[config.mk]
export PLATFORM = sky130hd
export DESIGN_NAME = asid_tlb
export DESIGN_NICKNAME = d
export VERILOG_FILES = /design/src/rtl/asid_tlb_pkg.sv /design/src/rtl/asid_tlb_flush_dec.sv /design/src/rtl/asid_tlb_line.sv /design/src/rtl/asid_tlb_victim.sv /design/src/rtl/asid_tlb.sv
export SDC_FILE = /design/constraint.sdc
export NUM_CORES = 1
export LEC_CHECK = 0
export BUFFER_PORTS_ARGS = -buffer_cell sky130_fd_sc_hd__buf_2
export CAP_MARGIN = 40
export CORE_ASPECT_RATIO = 0.8
export CORE_MARGIN = 3
export CORE_UTILIZATION = 60
export CTS_CLUSTER_DIAMETER = 30
export DETAILED_ROUTE_END_ITERATION = 6
export GPL_TIMING_DRIVEN = 1
export PLACE_DENSITY = 0.85
export SYNTH_ARGS = -nofsm -noshare
export SYNTH_HDL_FRONTEND = slang
export SYNTH_SLANG_ARGS = --single-unit
[constraint.sdc]
create_clock -name clk -period 6.1 [get_ports clk]
set_input_delay 0.61 -clock clk [delete_from_list [all_inputs] [get_ports clk]]
set_output_delay 0.61 -clock clk [all_outputs]
set_load 0.03 [all_outputs]
[src/rtl/asid_tlb_pkg.sv]
package asid_tlb_pkg;
  localparam int ASID_W  = 7;
  localparam int VPN_W   = 20;
  localparam int OFS_W   = 12;
  localparam int SECT_W  = 10;   // VA[31:22]
  localparam int GRP_W   = 18;   // VA[31:14]
  localparam int CMD_W   = 32;
  localparam int ASID_EN_BIT = 31;
  localparam int ASID_LSB    = 24;
  localparam int SECT_LSB    = 10;
  localparam int GRP_LSB     = 2;

  typedef enum logic [1:0] {
    FL_ALL     = 2'd0,
    FL_RSVD    = 2'd1,
    FL_SECTION = 2'd2,
    FL_GROUP   = 2'd3
  } fl_mode_e;

  typedef struct packed {
    logic rd;
    logic wr;
    logic ns;
  } perm_t;

  typedef struct packed {
    logic [ASID_W-1:0] asid;
    logic [VPN_W-1:0]  vpn;
  } tag_t;

  typedef struct packed {
    logic              active;
    logic              asid_en;
    logic [ASID_W-1:0] asid;
    fl_mode_e          mode;
    logic [SECT_W-1:0] sect;
    logic [GRP_W-1:0]  grp;
  } flush_t;
endpackage

[src/rtl/asid_tlb_flush_dec.sv]
module asid_tlb_flush_dec
  import asid_tlb_pkg::*;
(
  input  logic             fl_valid,
  input  logic [CMD_W-1:0] fl_cmd,
  output flush_t           req
);
  logic [3:0] unused_cmd_bits;

  always_comb begin
    req.active  = fl_valid;
    req.asid_en = fl_cmd[ASID_EN_BIT];
    req.asid    = fl_cmd[ASID_LSB +: ASID_W];
    req.mode    = fl_mode_e'(fl_cmd[1:0]);
    req.sect    = fl_cmd[SECT_LSB +: SECT_W];
    req.grp     = fl_cmd[GRP_LSB +: GRP_W];
  end

  assign unused_cmd_bits = fl_cmd[23:20];
endmodule

[src/rtl/asid_tlb_line.sv]
module asid_tlb_line
  import asid_tlb_pkg::*;
#(
  parameter int PFN_W = 20
)(
  input  logic             clk,
  input  logic             rst_n,
  input  logic             line_active,
  input  tag_t             lk_tag,
  input  flush_t           flush,
  input  logic             fill_en,
  input  tag_t             fill_tag,
  input  logic [PFN_W-1:0] fill_pfn,
  input  perm_t            fill_perm,
  output logic             lk_match,
  output logic             valid_o,
  output logic [PFN_W-1:0] pfn_o,
  output perm_t            perm_o
);
  logic             valid_q, valid_d;
  tag_t             tag_q;
  logic [PFN_W-1:0] pfn_q;
  perm_t            perm_q;
  logic             asid_ok, addr_ok, kill;

  always_comb begin
    asid_ok = !flush.asid_en || (tag_q.asid == flush.asid);
    unique case (flush.mode)
      FL_ALL:     addr_ok = 1'b1;
      FL_SECTION: addr_ok = (tag_q.vpn[VPN_W-1 -: SECT_W] == flush.sect);
      FL_GROUP:   addr_ok = (tag_q.vpn[VPN_W-1 -: GRP_W] == flush.grp);
      default:    addr_ok = 1'b0;
    endcase
    kill = flush.active && asid_ok && addr_ok;

    valid_d = valid_q;
    if (kill)    valid_d = 1'b0;
    if (fill_en) valid_d = 1'b1;   // refill lands after the invalidation
  end

  always_ff @(posedge clk or negedge rst_n) begin
    if (!rst_n) valid_q <= 1'b0;
    else        valid_q <= valid_d;
  end

  always_ff @(posedge clk) begin
    if (fill_en) begin
      tag_q  <= fill_tag;
      pfn_q  <= fill_pfn;
      perm_q <= fill_perm;
    end
  end

  assign lk_match = valid_q && line_active && (tag_q == lk_tag);
  assign valid_o  = valid_q;
  assign pfn_o    = pfn_q;
  assign perm_o   = perm_q;
endmodule

[src/rtl/asid_tlb_victim.sv]
module asid_tlb_victim #(
  parameter int N_LINES = 8,
  localparam int IDXW = $clog2(N_LINES)
)(
  input  logic              clk,
  input  logic              rst_n,
  input  logic [N_LINES-1:0] line_valid,
  input  logic [N_LINES-1:0] act_mask,
  input  logic [IDXW:0]     act_cnt,
  input  logic              fill_take,
  output logic [IDXW-1:0]   victim
);
  logic [IDXW-1:0] ptr_q, ptr_d;
  logic            free_found;
  logic [IDXW:0]   next_idx;

  always_comb begin
    free_found = 1'b0;
    victim     = '0;
    for (int i = 0; i < N_LINES; i++) begin
      if (!free_found && act_mask[i] && !line_valid[i]) begin
        free_found = 1'b1;
        victim     = IDXW'(i);
      end
    end
    if (!free_found)
      victim = ({1'b0, ptr_q} < act_cnt) ? ptr_q : '0;

    next_idx = {1'b0, victim} + 1'b1;
    ptr_d    = ptr_q;
    if (fill_take && !free_found)
      ptr_d = (next_idx >= act_cnt) ? '0 : next_idx[IDXW-1:0];
  end

  always_ff @(posedge clk or negedge rst_n) begin
    if (!rst_n) ptr_q <= '0;
    else        ptr_q <= ptr_d;
  end
endmodule

[src/rtl/asid_tlb.sv]
module asid_tlb
  import asid_tlb_pkg::*;
#(
  parameter int N_LINES = 8,
  parameter int PFN_W   = 20,
  localparam int IDXW   = $clog2(N_LINES),
  localparam int PA_W   = PFN_W + OFS_W
)(
  input  logic              clk,
  input  logic              rst_n,
  input  logic              cfg_enable,
  input  logic [IDXW:0]     cfg_active_lines,
  input  logic              cfg_hit_under_miss,
  input  logic              lk_valid,
  input  logic [ASID_W-1:0] lk_asid,
  input  logic [31:0]       lk_va,
  output logic              lk_hit,
  output logic              lk_miss,
  output logic              lk_stall,
  output logic [PA_W-1:0]   lk_pa,
  output logic [2:0]        lk_perm,
  input  logic              rf_valid,
  input  logic [ASID_W-1:0] rf_asid,
  input  logic [VPN_W-1:0]  rf_vpn,
  input  logic [PFN_W-1:0]  rf_pfn,
  input  logic [2:0]        rf_perm,
  input  logic              fl_valid,
  input  logic [CMD_W-1:0]  fl_cmd
);
  flush_t             flush_req;
  tag_t               lk_tag, fill_tag;
  logic [IDXW:0]      act_cnt;
  logic [N_LINES-1:0] act_mask, hit_vec, line_valid, fill_vec;
  logic [PFN_W-1:0]   line_pfn [N_LINES];
  perm_t              line_perm [N_LINES];
  logic [IDXW-1:0]    victim;
  logic               fill_take, any_hit, pend_q, pend_d;
  logic [PFN_W-1:0]   pfn_sel;
  perm_t              perm_sel;

  asid_tlb_flush_dec i_dec (
    .fl_valid (fl_valid),
    .fl_cmd   (fl_cmd),
    .req      (flush_req)
  );

  always_comb begin
    act_cnt = (cfg_active_lines > (IDXW+1)'(N_LINES)) ? (IDXW+1)'(N_LINES)
                                                      : cfg_active_lines;
    for (int i = 0; i < N_LINES; i++)
      act_mask[i] = ((IDXW+1)'(i) < act_cnt);
  end

  assign lk_tag    = '{asid: lk_asid, vpn: lk_va[31:OFS_W]};
  assign fill_tag  = '{asid: rf_asid, vpn: rf_vpn};
  assign fill_take = rf_valid && (act_cnt != '0);

  asid_tlb_victim #(.N_LINES(N_LINES)) i_victim (
    .clk        (clk),
    .rst_n      (rst_n),
    .line_valid (line_valid),
    .act_mask   (act_mask),
    .act_cnt    (act_cnt),
    .fill_take  (fill_take),
    .victim     (victim)
  );

  for (genvar g = 0; g < N_LINES; g++) begin : g_line
    assign fill_vec[g] = fill_take && (victim == IDXW'(g));

    asid_tlb_line #(.PFN_W(PFN_W)) i_line (
      .clk         (clk),
      .rst_n       (rst_n),
      .line_active (act_mask[g]),
      .lk_tag      (lk_tag),
      .flush       (flush_req),
      .fill_en     (fill_vec[g]),
      .fill_tag    (fill_tag),
      .fill_pfn    (rf_pfn),
      .fill_perm   (perm_t'(rf_perm)),
      .lk_match    (hit_vec[g]),
      .valid_o     (line_valid[g]),
      .pfn_o       (line_pfn[g]),
      .perm_o      (line_perm[g])
    );
  end

  always_comb begin
    pfn_sel  = '0;
    perm_sel = '0;
    for (int i = 0; i < N_LINES; i++) begin
      if (hit_vec[i]) begin
        pfn_sel  = pfn_sel | line_pfn[i];
        perm_sel = perm_sel | line_perm[i];
      end
    end
  end

  assign any_hit  = |hit_vec;
  assign lk_hit   = cfg_enable && lk_valid && any_hit && (!pend_q || cfg_hit_under_miss);
  assign lk_miss  = cfg_enable && lk_valid && !pend_q && !any_hit;
  assign lk_stall = cfg_enable && lk_valid && pend_q && !(any_hit && cfg_hit_under_miss);
  assign lk_pa    = {pfn_sel, lk_va[OFS_W-1:0]};
  assign lk_perm  = perm_sel;

  always_comb begin
    pend_d = pend_q;
    if (rf_valid) pend_d = 1'b0;
    if (lk_miss)  pend_d = 1'b1;
  end

  always_ff @(posedge clk or negedge rst_n) begin
    if (!rst_n) pend_q <= 1'b0;
    else        pend_q <= pend_d;
  end
endmodule

==> insert_results.sql <==
INSERT INTO impl_metrics (metric_group, metric, value, unit) VALUES
('run_status', 'outcome', 'finished clean', ''),
('final_layout', 'layout-drive-gt1-share', '21.8', '%'),
('global_route', 'antenna_found_initial', '3', ''),
('power', 'p_sw', '2.56', 'mW'),
('setup_path', 'critPathKind', 'reg2out', ''),
('power', 'power.clock.fraction', '41.9', '%'),
('yosys', 'synthDominantCellAreaShare', '62.8', '%'),
('setup_path', 'crit_buf_inv', '2', ''),
('timing', 'slew_viol_final', '0', ''),
('detailed_routing', 'pre_antenna_drt_iters', '6', ''),
('yosys', 'synth_top_area_cell', 'sky130_fd_sc_hd__edfxtp_1', ''),
('power', 'design_power_total', '9.07', 'mW'),
('hold_path', 'min_path_type', 'in2reg', ''),
('global_route', 'first_global_vias', '12100', ''),
('clock_network', 'post-cts-setup-buffers', '0', ''),
('timing', 'timing.hold.ws', '307', 'ps'),
('setup_path', 'critPathMaxStageDelay', '710', 'ps'),
('yosys', 'postSynth.asyncResetShare', '2.91', '%'),
('setup_path', 'worstPathMaxFanout', '14', ''),
('detailed_routing', 'postRouteWirelength', '58.0', 'mm'),
('place', 'dpl.hpwl', '39.7', 'mm'),
('setup_path', 'critical-path-top-delay-family', 'simple AND/OR/NAND/NOR gates', ''),
('final_layout', 'syn_to_final_growth', '17.5', '%'),
('setup_path', 'critical_path.cell_chain', 'xnor2_4 -> nand4_1 -> or4_4 -> nor4_4 -> buf_4 -> nor4_1 -> nand2_1 -> o2111a_1 -> buf_2', ''),
('clock_network', 'tritoncts_num_sinks', '412', ''),
('floorplan', 'core_area', '30900', 'um^2'),
('timing', 'totalNegativeSetupSlack', '0', 'ps'),
('setup_path', 'worstPathRequired', '5490', 'ps'),
('timing', 'fin_crit_sh', '72.2', '%'),
('clock_network', 'cts_tree', 'built', ''),
('power', 'power_frac_comb', '15.2', '%'),
('timing', 'relSlewSlack', '38.2', '%'),
('timing', 'setup_viol', '0', ''),
('yosys', 'synth-seq-cells', '412', ''),
('setup_path', 'endpoint_kind', 'output pin', ''),
('yosys', 'compound_cell_area_share_of_the_yosys_netlist', '6.29', '%'),
('yosys', 'post_synth_mux_area_share', '0', '%'),
('yosys', 'netlist_area_pre_place', '19100', 'um^2'),
('clock_network', 'tritoncts.num_buffers', '69', ''),
('floorplan', 'die_w', '206', 'um'),
('detailed_routing', 'avgRoutedWirePerCell', '30.5', 'um'),
('clock_network', 'cts-resized-gates', '0', ''),
('power', 'p_leak', '7.90', 'nW'),
('timing', 'timing.final.crit_period', '4400', 'ps'),
('final_layout', 'fill_cells', '1930', ''),
('power', 'pwr-share-seq', '42.9', '%'),
('timing', 'timing_hold_violations_final', '0', ''),
('place', 'port-buffer-count', '141', ''),
('power', 'p_int', '6.51', 'mW'),
('clock_network', 'root_buffer', 'sky130_fd_sc_hd__clkbuf_16', ''),
('clock_network', 'cts.hold.buffers_added', '1', ''),
('place', 'dp_worst_setup_slack', '1530', 'ps'),
('timing', 'max_freq', '227', 'MHz'),
('yosys', 'synth_simple_gate_area_share', '6.67', '%'),
('clock_network', 'clock_tree.buffer_depth', '3', ''),
('clock_network', 'clkSlewWorstSetupHoldPaths', '50', 'ps'),
('yosys', 'seq_area_frac_synth', '64.4', '%'),
('yosys', 'synth_top_family_by_area', 'XOR/XNOR gates', ''),
('yosys', 'synth_edf_count', '400', ''),
('timing', 'maximum_clock_skew_at_final_layout', '21.0', 'ps'),
('floorplan', 'rows', '57', ''),
('yosys', 'post_synth_num_cell_types', '59', ''),
('global_route', 'wire_length_of_the_first_global_routing_pass', '82.8', 'mm'),
('clock_network', 'clk_latency', '570', 'ps'),
('setup_path', 'timing.critical_path.slowest_stage_cell', 'sky130_fd_sc_hd__nor4_4', ''),
('detailed_routing', 'per_cell_via_count_in_the_routed_design', '6.57', ''),
('yosys', 'ys.warnings.count', '0', ''),
('floorplan', 'area_of_the_die', '34100', 'um^2'),
('global_route', 'global_route.usage.total', '33.8', '%'),
('yosys', 'synth.area.top_cells', 'sky130_fd_sc_hd__edfxtp_1, sky130_fd_sc_hd__xor2_1, sky130_fd_sc_hd__xnor2_1', ''),
('place', 'gp_congestion', '1.02', '');
[placed cells by master, fill, tap and decap left out, types with 6 or more instances in the layout]
| cell | instances |
|---|---|
| sky130_fd_sc_hd__edfxtp_1 | 400 |
| sky130_fd_sc_hd__xor2_1 | 263 |
| sky130_fd_sc_hd__xnor2_1 | 149 |
| sky130_fd_sc_hd__buf_2 | 143 |
| sky130_fd_sc_hd__clkbuf_16 | 71 |
| sky130_fd_sc_hd__nand4_1 | 65 |
| sky130_fd_sc_hd__a22oi_1 | 54 |
| sky130_fd_sc_hd__nor4_1 | 50 |
| sky130_fd_sc_hd__nand3_1 | 22 |
| sky130_fd_sc_hd__o41ai_1 | 22 |
| sky130_fd_sc_hd__buf_4 | 20 |
| sky130_fd_sc_hd__nand2_1 | 19 |
| sky130_fd_sc_hd__clkinv_2 | 13 |
| sky130_fd_sc_hd__dfrtp_1 | 12 |
| sky130_fd_sc_hd__ha_1 | 10 |
| sky130_fd_sc_hd__a21o_1 | 9 |
| sky130_fd_sc_hd__a22oi_2 | 9 |
| sky130_fd_sc_hd__nor2_1 | 8 |
| sky130_fd_sc_hd__nor4_4 | 8 |
| sky130_fd_sc_hd__a221oi_1 | 8 |
| sky130_fd_sc_hd__clkinvlp_4 | 8 |
| sky130_fd_sc_hd__inv_1 | 7 |
| sky130_fd_sc_hd__bufinv_16 | 7 |
| sky130_fd_sc_hd__o21ai_0 | 6 |
| sky130_fd_sc_hd__a222oi_1 | 6 |
| sky130_fd_sc_hd__clkinv_1 | 6 |
[metrics by stage]
stage / utilization [%] / instance area (um^2) / std cells
final: 72.8 / 22500 / 1903
after floorplan: - / 19100 / 1285
after detailed placement: 65.3 / 20200 / 1777
after global placement: 65.1 / 20100 / 1771
after global routing: 72.8 / 22500 / 1903
after CTS: 72.7 / 22500 / 1900
[area by class of cell]
cell class	count	area (um^2)	share of cell area (%)
Timing Repair Buffer	170	950	4.23
Sequential cell	412	12300	54.8
Multi-Input combinational cell	776	6380	28.4
Tap cell	413	517	2.30
Clock buffer	76	1810	8.03
Clock inverter	46	475	2.12
Antenna cell	2	5.00	0.0223
Inverter	8	30.0	0.134
[flip-flops by register name, summed over array words and instances, names as in the netlist]
name	cells
i_victim.ptr_q	3
g_line.i_line.valid_o	8
g_line.i_line.perm_o	24
pend_q	1
g_line.i_line.pfn_o	160
g_line.i_line.tag_q	216
[power by group through the flow]
stage	logic (mW)	registers, mW	clock network [mW]
3_3_place_gp	1.30	3.90	0
4_1_cts	1.35	3.88	3.82
6_report	1.38	3.89	3.80
2_1_floorplan	0.806	3.89	0
5_1_grt	1.44	3.92	3.95
3_5_place_dp	1.32	3.93	0
[cells by family after synthesis]
family	after synthesis
buf+inv	97
flops	412
xor+xnor	416
simple gates	204
compound gates	145
fa+ha+maj	11
[layer usage]
metal | wire length (um) | part of all wire [%] | track usage [%] | up-vias
li1 | - | - | - | 5167
met1 | 22600 | 39 | 51.3 | 6254
met2 | 25500 | 44 | 49.0 | 991
met3 | 8450 | 15 | 8.71 | 97
met4 | 1460 | 2.5 | 9.44 | 2
met5 | 13 | 0.022 | 0 | -
[worst register-to-register path, stage by stage (launching register included)]
cell                       delay (ps)
sky130_fd_sc_hd__dfrtp_1          440
sky130_fd_sc_hd__ha_1             320
sky130_fd_sc_hd__and3b_1          190
sky130_fd_sc_hd__a221oi_2         340
sky130_fd_sc_hd__a21o_1           170
sky130_fd_sc_hd__a21oi_1           60
sky130_fd_sc_hd__nor2_1           320
sky130_fd_sc_hd__inv_1            140
sky130_fd_sc_hd__nor2_1           210
sky130_fd_sc_hd__ha_1             170
sky130_fd_sc_hd__and2_2           750
sky130_fd_sc_hd__buf_4            500
[synthesized netlist by cell type (all sizes together), types with 7 or more instances]
master / count
inv: 8
nor3: 7
nand3: 26
dfrtp: 12
nand2: 19
nand4: 66
a221oi: 9
xnor2: 153
buf: 56
edfxtp: 400
o41ai: 22
xor2: 263
nor4: 58
a22o: 9
ha: 10
clkbuf: 33
nor2: 9
a21o: 9
a22oi: 64
[worst paths after layout]
| kind | from | end | slack [ps] | cells after the start |
|---|---|---|---|---|
| max reg2reg | i_victim.ptr_q[2] | g_line[3].i_line.perm_o[1] | 2140 | 11 |
| min in group asynchronous | rst_n | pend_q | 530 | 2 |
| max | g_line[2].i_line.tag_q[23] | lk_hit | 1700 | 9 |
| min reg2reg | g_line[7].i_line.valid_o | g_line[7].i_line.valid_o | 520 | 1 |
| min | rf_valid | pend_q | 310 | 2 |
| max in group asynchronous | rst_n | g_line[3].i_line.valid_o | 5310 | 2 |
No activity file was read; power rests on OpenSTA's default activity.
